[config.mk]
export PLATFORM = sky130hd
export DESIGN_NAME = sg_table_walker
export DESIGN_NICKNAME = d
export VERILOG_FILES = /design/src/rtl/sgw_pkg.sv /design/src/rtl/sgw_desc_decode.sv /design/src/rtl/sgw_chunk.sv /design/src/rtl/sg_table_walker.sv
export SDC_FILE = /design/constraint.sdc
export NUM_CORES = 1
export LEC_CHECK = 0
export BUFFER_PORTS_ARGS = -buffer_cell sky130_fd_sc_hd__buf_2
export CAP_MARGIN = 20
export CORE_MARGIN = 2
export CORE_UTILIZATION = 44
export DETAILED_ROUTE_END_ITERATION = 8
export PLACE_DENSITY = 0.66
export SETUP_SLACK_MARGIN = 0.02
export SLEW_MARGIN = 20
export SYNTH_ARGS = -nofsm -noshare
export SYNTH_HDL_FRONTEND = slang
export SYNTH_SLANG_ARGS = --single-unit
export TNS_END_PERCENT = 30
[constraint.sdc]
create_clock -name clk -period 12.2 [get_ports clk]
set_clock_uncertainty 0.1 [all_clocks]
set_input_delay 2.44 -clock clk [delete_from_list [all_inputs] [get_ports clk]]
set_output_delay 2.44 -clock clk [all_outputs]
set_load 0.03 [all_outputs]
[src/rtl/sgw_pkg.sv]
package sgw_pkg;
  localparam int WORD_W     = 32;
  localparam int DESC_BYTES = 8;

  typedef enum logic [2:0] {
    ST_IDLE,
    ST_WAIT_BUF,
    ST_CHECK,
    ST_FETCH,
    ST_WAIT_RSP,
    ST_ISSUE
  } walk_state_e;
endpackage

[src/rtl/sgw_desc_decode.sv]
module sgw_desc_decode #(
  parameter int LEN_W = 17
) (
  input  logic [31:0]      size_word,
  output logic [LEN_W-1:0] len,
  output logic             last
);
  localparam int FIELD_W = LEN_W - 1;

  logic [FIELD_W-1:0] field;

  // even byte count; an all-zero field stands for a full 2^FIELD_W span
  assign field = {size_word[FIELD_W-1:1], 1'b0};
  assign len   = (field == '0) ? (LEN_W'(1) << FIELD_W) : {1'b0, field};
  assign last  = size_word[31];
endmodule

[src/rtl/sgw_chunk.sv]
module sgw_chunk #(
  parameter int W = 17
) (
  input  logic [W-1:0] want,
  input  logic [W-1:0] avail,
  output logic [W-1:0] size,
  output logic         want_done
);
  assign want_done = (want <= avail);
  assign size      = want_done ? want : avail;
endmodule

[src/rtl/sg_table_walker.sv]
module sg_table_walker #(
  parameter int ADDR_W     = 32,
  parameter int LEN_W      = 17,
  parameter int PAGE_BYTES = 4096
) (
  input  logic              clk,
  input  logic              rst,
  input  logic              start,
  input  logic [ADDR_W-1:0] base_addr,
  input  logic              abort,
  input  logic              buf_valid,
  output logic              buf_ready,
  input  logic [LEN_W-1:0]  buf_bytes,
  input  logic              buf_dir,
  output logic              rd_req_valid,
  input  logic              rd_req_ready,
  output logic [ADDR_W-1:0] rd_addr,
  input  logic              rd_rsp_valid,
  input  logic [63:0]       rd_rsp_data,
  output logic              xfer_valid,
  input  logic              xfer_ready,
  output logic [ADDR_W-1:0] xfer_addr,
  output logic [LEN_W-1:0]  xfer_len,
  output logic              xfer_dir,
  output logic              walk_active,
  output logic              buf_done,
  output logic              underrun,
  output logic              tbl_end,
  output logic              page_limit
);
  import sgw_pkg::*;

  localparam logic [ADDR_W-1:0] PAGE_SPAN = ADDR_W'(PAGE_BYTES);
  localparam logic [ADDR_W-1:0] PTR_STEP  = ADDR_W'(DESC_BYTES);

  walk_state_e       state;
  logic [ADDR_W-1:0] base_q, tbl_ptr, cur_addr;
  logic [LEN_W-1:0]  cur_len, pend;
  logic              cur_last, dir_q, rsp_owed;

  logic [LEN_W-1:0]  dec_len;
  logic              dec_last;
  logic [LEN_W-1:0]  chunk;
  logic              buf_finish;
  logic              page_hit;

  sgw_desc_decode #(.LEN_W(LEN_W)) u_dec (
    .size_word (rd_rsp_data[63:32]),
    .len       (dec_len),
    .last      (dec_last)
  );

  sgw_chunk #(.W(LEN_W)) u_chunk (
    .want      (pend),
    .avail     (cur_len),
    .size      (chunk),
    .want_done (buf_finish)
  );

  assign page_hit     = (tbl_ptr - base_q) >= PAGE_SPAN;
  assign buf_ready    = (state == ST_WAIT_BUF);
  assign rd_req_valid = (state == ST_FETCH) && !rsp_owed;
  assign rd_addr      = tbl_ptr;
  assign xfer_valid   = (state == ST_ISSUE);
  assign xfer_addr    = cur_addr;
  assign xfer_len     = chunk;
  assign xfer_dir     = dir_q;
  assign walk_active  = (state != ST_IDLE);

  always_ff @(posedge clk) begin
    if (rst) begin
      state      <= ST_IDLE;
      base_q     <= '0;
      tbl_ptr    <= '0;
      cur_addr   <= '0;
      cur_len    <= '0;
      cur_last   <= 1'b0;
      pend       <= '0;
      dir_q      <= 1'b0;
      rsp_owed   <= 1'b0;
      buf_done   <= 1'b0;
      underrun   <= 1'b0;
      tbl_end    <= 1'b0;
      page_limit <= 1'b0;
    end else begin
      buf_done <= 1'b0;
      underrun <= 1'b0;
      if (rd_rsp_valid)                 rsp_owed <= 1'b0;
      if (rd_req_valid && rd_req_ready) rsp_owed <= 1'b1;

      if (start) begin
        state      <= ST_WAIT_BUF;
        base_q     <= base_addr;
        tbl_ptr    <= base_addr;
        cur_addr   <= '0;
        cur_len    <= '0;
        cur_last   <= 1'b0;
        pend       <= '0;
        tbl_end    <= 1'b0;
        page_limit <= 1'b0;
      end else if (abort) begin
        state <= ST_IDLE;
      end else begin
        unique case (state)
          ST_IDLE: ;
          ST_WAIT_BUF: if (buf_valid) begin
            pend  <= buf_bytes;
            dir_q <= buf_dir;
            if (buf_bytes == '0) buf_done <= 1'b1;
            else                 state    <= ST_CHECK;
          end
          ST_CHECK: begin
            if (cur_len != '0) begin
              state <= ST_ISSUE;
            end else if (cur_last || page_hit) begin
              tbl_end    <= 1'b1;
              page_limit <= !cur_last;
              underrun   <= 1'b1;
              state      <= ST_IDLE;
            end else begin
              state <= ST_FETCH;
            end
          end
          ST_FETCH: if (rd_req_valid && rd_req_ready) begin
            tbl_ptr <= tbl_ptr + PTR_STEP;
            state   <= ST_WAIT_RSP;
          end
          ST_WAIT_RSP: if (rd_rsp_valid) begin
            cur_addr <= rd_rsp_data[ADDR_W-1:0];
            cur_len  <= dec_len;
            cur_last <= dec_last;
            state    <= ST_CHECK;
          end
          ST_ISSUE: if (xfer_ready) begin
            cur_addr <= cur_addr + ADDR_W'(chunk);
            cur_len  <= cur_len - chunk;
            pend     <= pend - chunk;
            if (buf_finish) begin
              buf_done <= 1'b1;
              state    <= ST_WAIT_BUF;
            end else begin
              state <= ST_CHECK;
            end
          end
          default: state <= ST_IDLE;
        endcase
      end
    end
  end
endmodule

==> results_dict.tcl <==
set metrics [dict create \
    synth_top_family_by_area "compound AO/OA/AOI/OAI gates" \
    power_leakage_nw 5.66 \
    cts_tree "built" \
    peakVddDrop_v 0.0000675 \
    synth.area.top_cells "dfxtp_1 25%, ha_1 11%, a21oi_1 6.6%, nor2_1 5.7%, nand2_1 4.6%" \
    cts_setup_buffers 0 \
    worst-path-max-fanout 42 \
    final_cell_mix "194 x buf_2, 170 x nor2_1, 147 x a21oi_1" \
    place.gp.congestion 0.895 \
    ys.flop_type "dfxtp_1" \
    grt-ovfl-total 0 \
    synth_nets 1730 \
    hold_viol 0 \
    synth_edf_count 0 \
    final_common_cell "buf_2" \
    cts_root_buf "clkbuf_16" \
    dr.first_iter.drc_count 1043 \
    place_area_um2 12400 \
    rsz0062_at_grt "false" \
    synth_compound_area_frac 0.250 \
    fmax_mhz 168 \
    ys_warn_count 0 \
    synth-xor-area-share 0.0541 \
    grt_pass1_wl_um 52500 \
    maxCapViolCount 0 \
    worst-setup-path-type "flip-flop to output pin" \
    crit_end "xfer_len[0]" \
    dp_hpwl_um 24300 \
    cp-start-kind "flip-flop" \
    powerDensity_nw_per_um2 101 \
    drv_slew 0 \
    crit_required_ps 9660 \
    antenna_found_initial 2 \
    rrSetupSlack_ps 6280 \
    die_h_um 163 \
    min_path_cells 2 \
    r2r_start "cur_len[1]" \
    crit_start "cur_len[1]" \
    power_frac_clock 0.395 \
    clk_pin_slew_ps 70 \
    critPathArrivalTime_ps 3400 \
    p_sw_frac 0.337 \
    yosysTopAreaCell "dfxtp_1" \
    seq_area_frac_synth 0.251 \
    io_buffers 195 \
    p_switching_w 0.000439 \
    drt.antenna.violating_nets 0 \
    vias 11466 \
    clk_latency_ps 440 \
    grt_pass1_vias 10478 \
    synth_adder_area_share 0.117 \
    cts_made_buffers 17 \
    clock_sinks 140 \
    remaining_drc_errors 0 \
    cts.path.max_buffers 2 \
    viasPerCell 5.74 \
    io_pins 212 \
    r2r_cells 22 \
    fin_nets 1875 \
    ys_ff_latch 140 \
    wl_per_cell_um 16.4 \
    fin_setup_tns_ps 0 \
    htreeDepth 4 \
    netlist_area_um2 11200 \
    area_growth_pct 15.7 \
    synth_top_area_frac 0.251 \
    fin_crit_sh 0.487 \
    setup_violations 0 \
    die-width_um 163 \
    netlist_instances 1506 \
    muxShareOfSynthArea 0.0371 \
    ctsResizeCount 0 \
    synth-simple-area-share 0.231 \
    rows 58 \
    async_flop_share 0 \
    track_usage 0.242 \
    hold_buffers 0 \
    power.total_w 0.00130 \
    status "finished, final reports clean" \
    hold_path.class "flip-flop to flip-flop" \
    layout-drive-gt1-share 0.158 \
    synth_cell_types 66 \
    grt_max_degree 74 \
    final_area_um2 12900 \
    worst_pin_slew_ps 1020 \
    core_area_um2 25000 \
    min_period_ps 5940 \
    drt-total-wl_um 32700 \
    power_frac_comb 0.234 \
    seqPwrFrac 0.371 \
    dieArea_um2 26700 \
    post_synth.cell_area_avg_um2 7.42 \
    timing.rr.end "xfer_addr[24]" \
    cp-end-kind "output pin" \
    start_util 0.446 \
    maxSlewHeadroom 0.317 \
    p_int_w 0.000865 \
    firstDrtPassIters 5 \
]
Yosys cell counts, types with 28 or more instances:
library cell and instances:
ha_1 98, dfxtp_1 140, nand2_1 136, xor2_1 39, nor2_1 171, nand3_1 35
o21ai_0 90, a21o_1 28, inv_1 98, mux2i_1 38, clkbuf_1 68, a21oi_1 148
xnor2_1 30
registers in the layout, indices dropped and copies added (netlist names):
name / flops
tbl_end: 1
rd_addr: 32
xfer_dir: 1
underrun: 1
buf_done: 1
cur_len: 17
state: 3
rsp_owed: 1
xfer_addr: 32
page_limit: 1
cur_last: 1
base_q: 32
pend: 17
area by class of cell:
| cell class | count | area, um2 |
|---|---|---|
| Antenna cell | 3 | 7.51 |
| Clock buffer | 18 | 439 |
| Clock inverter | 14 | 126 |
| Fill cell | 2548 | 12100 |
| Inverter | 98 | 368 |
| Multi-Input combinational cell | 1189 | 7720 |
| Sequential cell | 140 | 2800 |
| Tap cell | 330 | 413 |
| Timing Repair Buffer | 205 | 1050 |
power groups by stage:
stage | clock (W) | sequential [W] | combinational [W]
floorplan | 0 | 0.000501 | 0.000210
global route | 0.000541 | 0.000486 | 0.000338
detailed placement | 0 | 0.000494 | 0.000300
global placement | 0 | 0.000494 | 0.000297
finish | 0.000515 | 0.000484 | 0.000306
CTS | 0.000527 | 0.000484 | 0.000302
worst max-delay path, stage by stage (launching register included):
cell,delay [ps]
dfxtp_1,390
inv_1,110
ha_1,310
nor2b_1,130
o21a_1,160
o21a_1,170
o211ai_1,230
a31oi_1,200
o31ai_4,240
buf_4,370
nand2_1,90
o21ai_0,250
buf_2,310
kinds of logic (layout without fill, tap and decap cells):
logic type               Yosys count  in the layout
flip-flops                       140            140
adder cells (fa/ha/maj)          102            102
AO/OA/AOI/OAI                    442            442
multiplexers                      41             41
buffers and inverters            177            335
other                              0              3
AND/OR/NAND/NOR                  535            535
XOR/XNOR                          69             69
per-stage QoR:
| step | std cells | hold WS [ps] | util | setup WS [ps] |
|---|---|---|---|---|
| global route | 1996 | 389 | 0.516 | 5690 |
| finish | 1997 | 358 | 0.517 | 6260 |
| detailed placement | 1962 | 351 | 0.494 | 6420 |
| floorplan | 1506 | 350 | - | 6510 |
| CTS | 1994 | 361 | 0.516 | 6260 |
| global placement | 1962 | 348 | 0.494 | 6480 |
layer usage:
layer	global-route usage	wire length, um	vias to the layer above
met5	0	0	-
met4	0.0656	400	0
met3	0.0335	1820	36
met2	0.384	14600	344
met1	0.342	15900	5373
li1	-	-	5713
worst min-delay path by stage:
stage | start | endpoint | slack (ps)
after CTS | page_limit | page_limit | 360
after global routing | tbl_end | tbl_end | 390
after global placement | tbl_end | tbl_end | 350
after floorplan | base_q[1] | base_q[1] | 350
after detailed placement | page_limit | page_limit | 350
final | page_limit | page_limit | 360
No activity file was read; power rests on OpenSTA's default activity.
